<file path="config.mk">
export PLATFORM = sky130hd
export DESIGN_NAME = csr_access_unit
export DESIGN_NICKNAME = d
export VERILOG_FILES = /design/src/rtl/csr_pkg.sv /design/src/rtl/csr_decode.sv /design/src/rtl/csr_update.sv /design/src/rtl/csr_file.sv /design/src/rtl/csr_access_unit.sv
export SDC_FILE = /design/constraint.sdc
export NUM_CORES = 1
export LEC_CHECK = 0
export BUFFER_PORTS_ARGS = -buffer_cell sky130_fd_sc_hd__buf_4
export CAP_MARGIN = 30
export CORE_MARGIN = 3
export CORE_UTILIZATION = 39
export DETAILED_ROUTE_END_ITERATION = 16
export HOLD_SLACK_MARGIN = 0.12
export PLACE_DENSITY_LB_ADDON = 0.1
export SETUP_SLACK_MARGIN = 0.1
export SLEW_MARGIN = 20
export SYNTH_ARGS = -nofsm -noshare
export SYNTH_HDL_FRONTEND = slang
export SYNTH_SLANG_ARGS = --single-unit
</file>
<file path="constraint.sdc">
create_clock -name clk -period 4.3 [get_ports clk]
set_input_delay 0.86 -clock clk [delete_from_list [all_inputs] [get_ports clk]]
set_output_delay 0.86 -clock clk [all_outputs]
set_load 0.01 [all_outputs]
</file>
<file path="src/rtl/csr_pkg.sv">
package csr_pkg;

  localparam int XLEN = 32;
  localparam int ILEN = 32;
  localparam int NCSR = 7;

  localparam logic [6:0] OPC_SYSTEM = 7'b1110011;

  typedef enum logic [1:0] {
    OP_NONE  = 2'b00,
    OP_WRITE = 2'b01,
    OP_SET   = 2'b10,
    OP_CLEAR = 2'b11
  } csr_op_e;

  typedef logic [11:0] csr_addr_t;

  typedef struct packed {
    logic      active;
    csr_op_e   op;
    logic      use_imm;
    logic      do_read;
    logic      do_write;
    csr_addr_t addr;
    logic [4:0] src;
    logic [4:0] dst;
  } csr_dec_t;

  localparam csr_addr_t CSR_ADDR [NCSR] = '{
    12'h300, 12'h340, 12'h344, 12'h140, 12'h040, 12'hF11, 12'hC01
  };

  localparam logic [XLEN-1:0] CSR_WMASK [NCSR] = '{
    32'h0000_188A, 32'hFFFF_FFFF, 32'h0000_0AAA, 32'hFFFF_FFFF,
    32'h0000_00FF, 32'h0000_0000, 32'h0000_0000
  };

  localparam logic [XLEN-1:0] CSR_RESET [NCSR] = '{
    32'h0000_1800, 32'h0000_0000, 32'h0000_0000, 32'h0000_0000,
    32'h0000_0000, 32'h5A5A_0001, 32'h0000_0123
  };

endpackage

</file>
<file path="src/rtl/csr_decode.sv">
module csr_decode
  import csr_pkg::*;
#(
  parameter int ILEN = csr_pkg::ILEN
) (
  input  logic            valid_i,
  input  logic [ILEN-1:0] instr_i,
  output csr_dec_t        dec_o
);

  logic [2:0] funct3;
  logic       opc_hit;

  assign funct3  = instr_i[14:12];
  assign opc_hit = (instr_i[6:0] == OPC_SYSTEM);

  always_comb begin
    dec_o.addr    = instr_i[31:20];
    dec_o.src     = instr_i[19:15];
    dec_o.dst     = instr_i[11:7];
    dec_o.op      = csr_op_e'(funct3[1:0]);
    dec_o.use_imm = funct3[2];
    dec_o.active  = valid_i && opc_hit && (funct3[1:0] != 2'b00);
    // replace always writes; set/clear write only with a nonzero source
    dec_o.do_write = (dec_o.op == OP_WRITE) || (dec_o.src != 5'd0);
    // replace reads only with a nonzero destination; set/clear always read
    dec_o.do_read  = (dec_o.op != OP_WRITE) || (dec_o.dst != 5'd0);
  end

endmodule

</file>
<file path="src/rtl/csr_update.sv">
module csr_update
  import csr_pkg::*;
#(
  parameter int XLEN = csr_pkg::XLEN
) (
  input  csr_op_e         op_i,
  input  logic [XLEN-1:0] old_i,
  input  logic [XLEN-1:0] operand_i,
  output logic [XLEN-1:0] new_o
);

  always_comb begin
    unique case (op_i)
      OP_WRITE: new_o = operand_i;
      OP_SET:   new_o = old_i | operand_i;
      OP_CLEAR: new_o = old_i & ~operand_i;
      default:  new_o = old_i;
    endcase
  end

endmodule

</file>
<file path="src/rtl/csr_file.sv">
module csr_file
  import csr_pkg::*;
#(
  parameter int XLEN = csr_pkg::XLEN,
  parameter int NCSR = csr_pkg::NCSR
) (
  input  logic                 clk,
  input  logic                 rst,
  input  csr_addr_t            addr_i,
  input  logic                 wr_en_i,
  input  logic [XLEN-1:0]      wr_data_i,
  output logic                 hit_o,
  output logic [XLEN-1:0]      rd_data_o,
  output logic [NCSR*XLEN-1:0] state_o
);

  logic [NCSR-1:0] sel;
  logic [XLEN-1:0] val [NCSR];

  for (genvar i = 0; i < NCSR; i++) begin : g_csr
    localparam logic [XLEN-1:0] WMASK = CSR_WMASK[i];
    localparam logic [XLEN-1:0] RSTV  = CSR_RESET[i];

    assign sel[i] = (addr_i == CSR_ADDR[i]);

    if (WMASK == '0) begin : g_const
      assign val[i] = RSTV;
    end else begin : g_reg
      logic [XLEN-1:0] q;
      always_ff @(posedge clk) begin
        if (rst) begin
          q <= RSTV;
        end else if (wr_en_i && sel[i]) begin
          q <= (q & ~WMASK) | (wr_data_i & WMASK);
        end
      end
      assign val[i] = q;
    end

    assign state_o[i*XLEN +: XLEN] = val[i];
  end

  always_comb begin
    hit_o     = 1'b0;
    rd_data_o = '0;
    for (int i = 0; i < NCSR; i++) begin
      if (sel[i]) begin
        hit_o     = 1'b1;
        rd_data_o = rd_data_o | val[i];
      end
    end
  end

endmodule

</file>
<file path="src/rtl/csr_access_unit.sv">
module csr_access_unit
  import csr_pkg::*;
#(
  parameter int XLEN = csr_pkg::XLEN,
  parameter int ILEN = csr_pkg::ILEN,
  parameter int NCSR = csr_pkg::NCSR
) (
  input  logic            clk,
  input  logic            rst,
  input  logic            instr_valid,
  input  logic [ILEN-1:0] instr,
  input  logic [XLEN-1:0] rs1_value,
  input  logic [1:0]      cur_priv,
  output logic [XLEN-1:0] rd_data,
  output logic            rd_we,
  output logic            illegal,
  output logic            rd_strobe,
  output logic            wr_strobe
);

  localparam int IMMW = 5;

  csr_dec_t              dec;
  logic                  hit;
  logic [XLEN-1:0]       old_val;
  logic [XLEN-1:0]       new_val;
  logic [XLEN-1:0]       operand;
  logic [NCSR*XLEN-1:0]  csr_state;
  logic                  read_only;
  logic                  priv_ok;
  logic                  bad;
  logic                  ok;

  csr_decode #(.ILEN(ILEN)) u_dec (
    .valid_i (instr_valid),
    .instr_i (instr),
    .dec_o   (dec)
  );

  assign operand = dec.use_imm ? {{(XLEN-IMMW){1'b0}}, dec.src} : rs1_value;

  csr_update #(.XLEN(XLEN)) u_upd (
    .op_i      (dec.op),
    .old_i     (old_val),
    .operand_i (operand),
    .new_o     (new_val)
  );

  assign read_only = (dec.addr[11:10] == 2'b11);
  assign priv_ok   = (cur_priv >= dec.addr[9:8]);
  assign bad       = !hit || !priv_ok || (read_only && dec.do_write);
  assign ok        = dec.active && !bad;

  assign illegal   = dec.active && bad;
  assign rd_strobe = ok && dec.do_read;
  assign wr_strobe = ok && dec.do_write;
  assign rd_we     = rd_strobe;
  assign rd_data   = rd_strobe ? old_val : '0;

  csr_file #(.XLEN(XLEN), .NCSR(NCSR)) u_file (
    .clk       (clk),
    .rst       (rst),
    .addr_i    (dec.addr),
    .wr_en_i   (wr_strobe),
    .wr_data_i (new_val),
    .hit_o     (hit),
    .rd_data_o (old_val),
    .state_o   (csr_state)
  );

endmodule

</file>
==> metrics.cfg <==
[outcome]
outcome=finished clean

[floorplanning]
fp.coreArea_um2=12670
start_util=0.4015
io-pin-count=105
die_area_um2=14450
die_width_um=120.2
fp.dieH_um=120.2
placementRows=41

[logic_synthesis]
synth_top_family_by_area=simple AND/OR/NAND/NOR gates
syn_nets=736
muxShareOfSynthArea=0.06173
async_flop_share=0
yosysSeqAreaShare=0.3266
postSynthCellCount=665
yosys_warnings=0
synth_edf_count=0
synthDistinctLibCells=60
yosys.area_share.simple=0.2971
synth_fa_ha_area_frac=0.004919
syn_avg_cell_area_um2=7.650
ys.flop_type=dfxtp_1
synth_xor_area_frac=0.01894
synth-seq-cells=83
syn_area_um2=5087
synth_compound_area_frac=0.2361

[worst_setup_path]
r2r_end=u_file.g_csr[2].g_reg.q[11]
cp.required_ns=3.44
rrSetupSlack_ns=2.40
crit_path_end_kind=output pin
rr_worst_depth=6
crit_fanout=25
cp-start-kind=input pin
worstSetupPathType=in2out
regToRegStartpoint=u_file.g_csr[2].g_reg.q[11]
arrival_ns=3.17

[grt]
grt_pass1_vias=5211
grt.overflow.total=0
grt_max_degree=68
track_usage=0.2320
antenna_found_initial=0
grt_pass1_wl_mm=27.06

[clocking]
ctsResizeCount=0
cts_buffers=9
clk_pin_slew_ns=0.06
cts_hold_buffers=0
insertion_delay_ns=0.34
cts.path.max_buffers=2
numClockSinks=83
post_cts_buffers=0
htreeDepth=3
root_buffer=clkbuf_16
cts_tree=built

[power]
powerDensity_nw_per_um2=287.2
ir_drop_uv=196.6
leakage_nw=2.247

[place]
gp_congestion=0.8860
hpwlAfterDp_mm=11.62
port_buffers=104
placedCellCount=906
placed_area_um2=5995

[timing]
clock.fmax_mhz=248.0
period_needed_ns=4.032
rsz0062_at_grt=no
setup_viol=0
skew_ns=0.005085
hold_viol_final=0
worst_pin_slew_ns=0.7400
drv_slew=0
fin_setup_tns_ns=0
fin_crit_sh=0.9377
maxSlewHeadroom=0.5067

[route]
first_pass_iters=5
drt-initial-drc-count=392
totalWireLength_mm=16.74
via_per_inst=5.743
route.detailed.drc=0
drtAntennaViolNets=0
wire_per_inst_um=18.14
vias=5301

[finish]
largest_reg_flops=83
layout-drive-gt1-share=0.2130
design_area_um2=6327
stdcell_count=923
reg.largest.list=u_file.g_csr.g_reg.q: 83 flops
diodes=0
nFillCells=1263
area_growth_pct=24.37
regMostFlops=u_file.g_csr.g_reg.q
nets=818

[min_path]
hold_depth=2
min-delay-start=u_file.g_csr[3].g_reg.q[27]
hp-class=reg2reg
holdPathEnd=u_file.g_csr[3].g_reg.q[27]

[run]
max_cap_violations=0

[cell usage in the layout (no fill, tap or decap), drive strengths merged, types with 4 or more instances in the layout]
master / count
nand2: 40
clkbuf: 13
a22oi: 13
a21oi: 47
a221oi: 10
inv: 7
or3: 4
nand2b: 12
o22ai: 6
buf: 126
a221o: 7
or2: 4
a211oi: 25
dfxtp: 83
o2bb2ai: 4
nand3: 37
mux2i: 28
nor2: 103
o211ai: 5
xnor2: 10
nor2b: 34
nor4: 19
a32oi: 4
nor3: 24
o21ai: 39
o31ai: 4
[area by class of cell]
type | count | area, µm² | share of cell area
Tap cell | 172 | 215.2 | 0.03401
Timing Repair Buffer | 126 | 965.9 | 0.1527
Sequential cell | 83 | 1662 | 0.2626
Clock buffer | 13 | 250.2 | 0.03955
Clock inverter | 2 | 60.06 | 0.009492
Inverter | 7 | 26.28 | 0.004153
Multi-Input combinational cell | 520 | 3148 | 0.4975
[report_power, final]
part	internal, mW	switching, mW	total (mW)
Sequential	0.769	0.000000141	0.769
Clock	0.522	0.307	0.829
Combinational	0.0931	0.126	0.219
[layer usage]
metal  routed length (µm)  vias up  global-route usage
li1                     -     2586                   -
met1                 7644     2517              0.3201
met2                 7629      176              0.3727
met3                 1222       22             0.03976
met4                  246        0             0.07082
met5                    0        -                   0
[cell usage after synthesis, drive strengths merged, types with 6 or more instances]
cell type | number | share of area
nor2 | 103 | 0.077
dfxtp | 83 | 0.33
a21oi | 47 | 0.048
nand2 | 40 | 0.030
o21ai | 39 | 0.039
nand3 | 37 | 0.036
clkbuf | 35 | 0.026
nor2b | 34 | 0.042
mux2i | 28 | 0.055
a211oi | 25 | 0.037
nor3 | 24 | 0.027
buf | 20 | 0.024
nor4 | 19 | 0.030
a22oi | 13 | 0.019
nand2b | 12 | 0.015
a221oi | 10 | 0.017
xnor2 | 10 | 0.017
a221o | 7 | 0.014
inv | 7 | 0.0052
o22ai | 6 | 0.0074
[per-stage QoR]
step,setup slack [ns],utilization,hold slack (ns),total power [mW]
finish,0.2679,0.4994,0.4559,1.817
CTS,0.2911,0.4976,0.4552,1.825
detailed placement,0.3049,0.4731,0.4469,1.002
global placement,0.3965,0.4731,0.4376,0.9988
global route,0.1592,0.4994,0.4860,1.870
floorplan,0.7037,-,0.4312,0.9101
[logic make-up (layout without fill, tap and decap cells)]
family | Yosys count | in the layout
simple gates | 296 | 296
mux | 31 | 31
flops | 83 | 83
compound gates | 180 | 180
xor+xnor | 11 | 11
fa+ha+maj | 2 | 2
buf+inv | 62 | 148
[worst max path at each step]
stage | from | to | slack (ns) | cells after the start
after detailed placement | instr[21] | rd_data[16] | 0.30 | 9
after global placement | instr[21] | rd_data[24] | 0.40 | 9
final | instr[21] | rd_data[16] | 0.27 | 9
after floorplan | instr[21] | rd_we | 0.70 | 9
after global routing | instr[21] | rd_data[4] | 0.16 | 9
after CTS | instr[21] | rd_data[16] | 0.29 | 9
[worst max-delay path: stages]
cell      delay (ns)
buf_4           0.13
or3_1           0.44
nor3_2          0.34
nand2_1         0.12
a2111o_1        0.39
a21o_1          0.32
buf_12          0.24
nor2b_1         0.16
buf_4           0.15
Note: power is estimated with default switching activity, not from simulation.
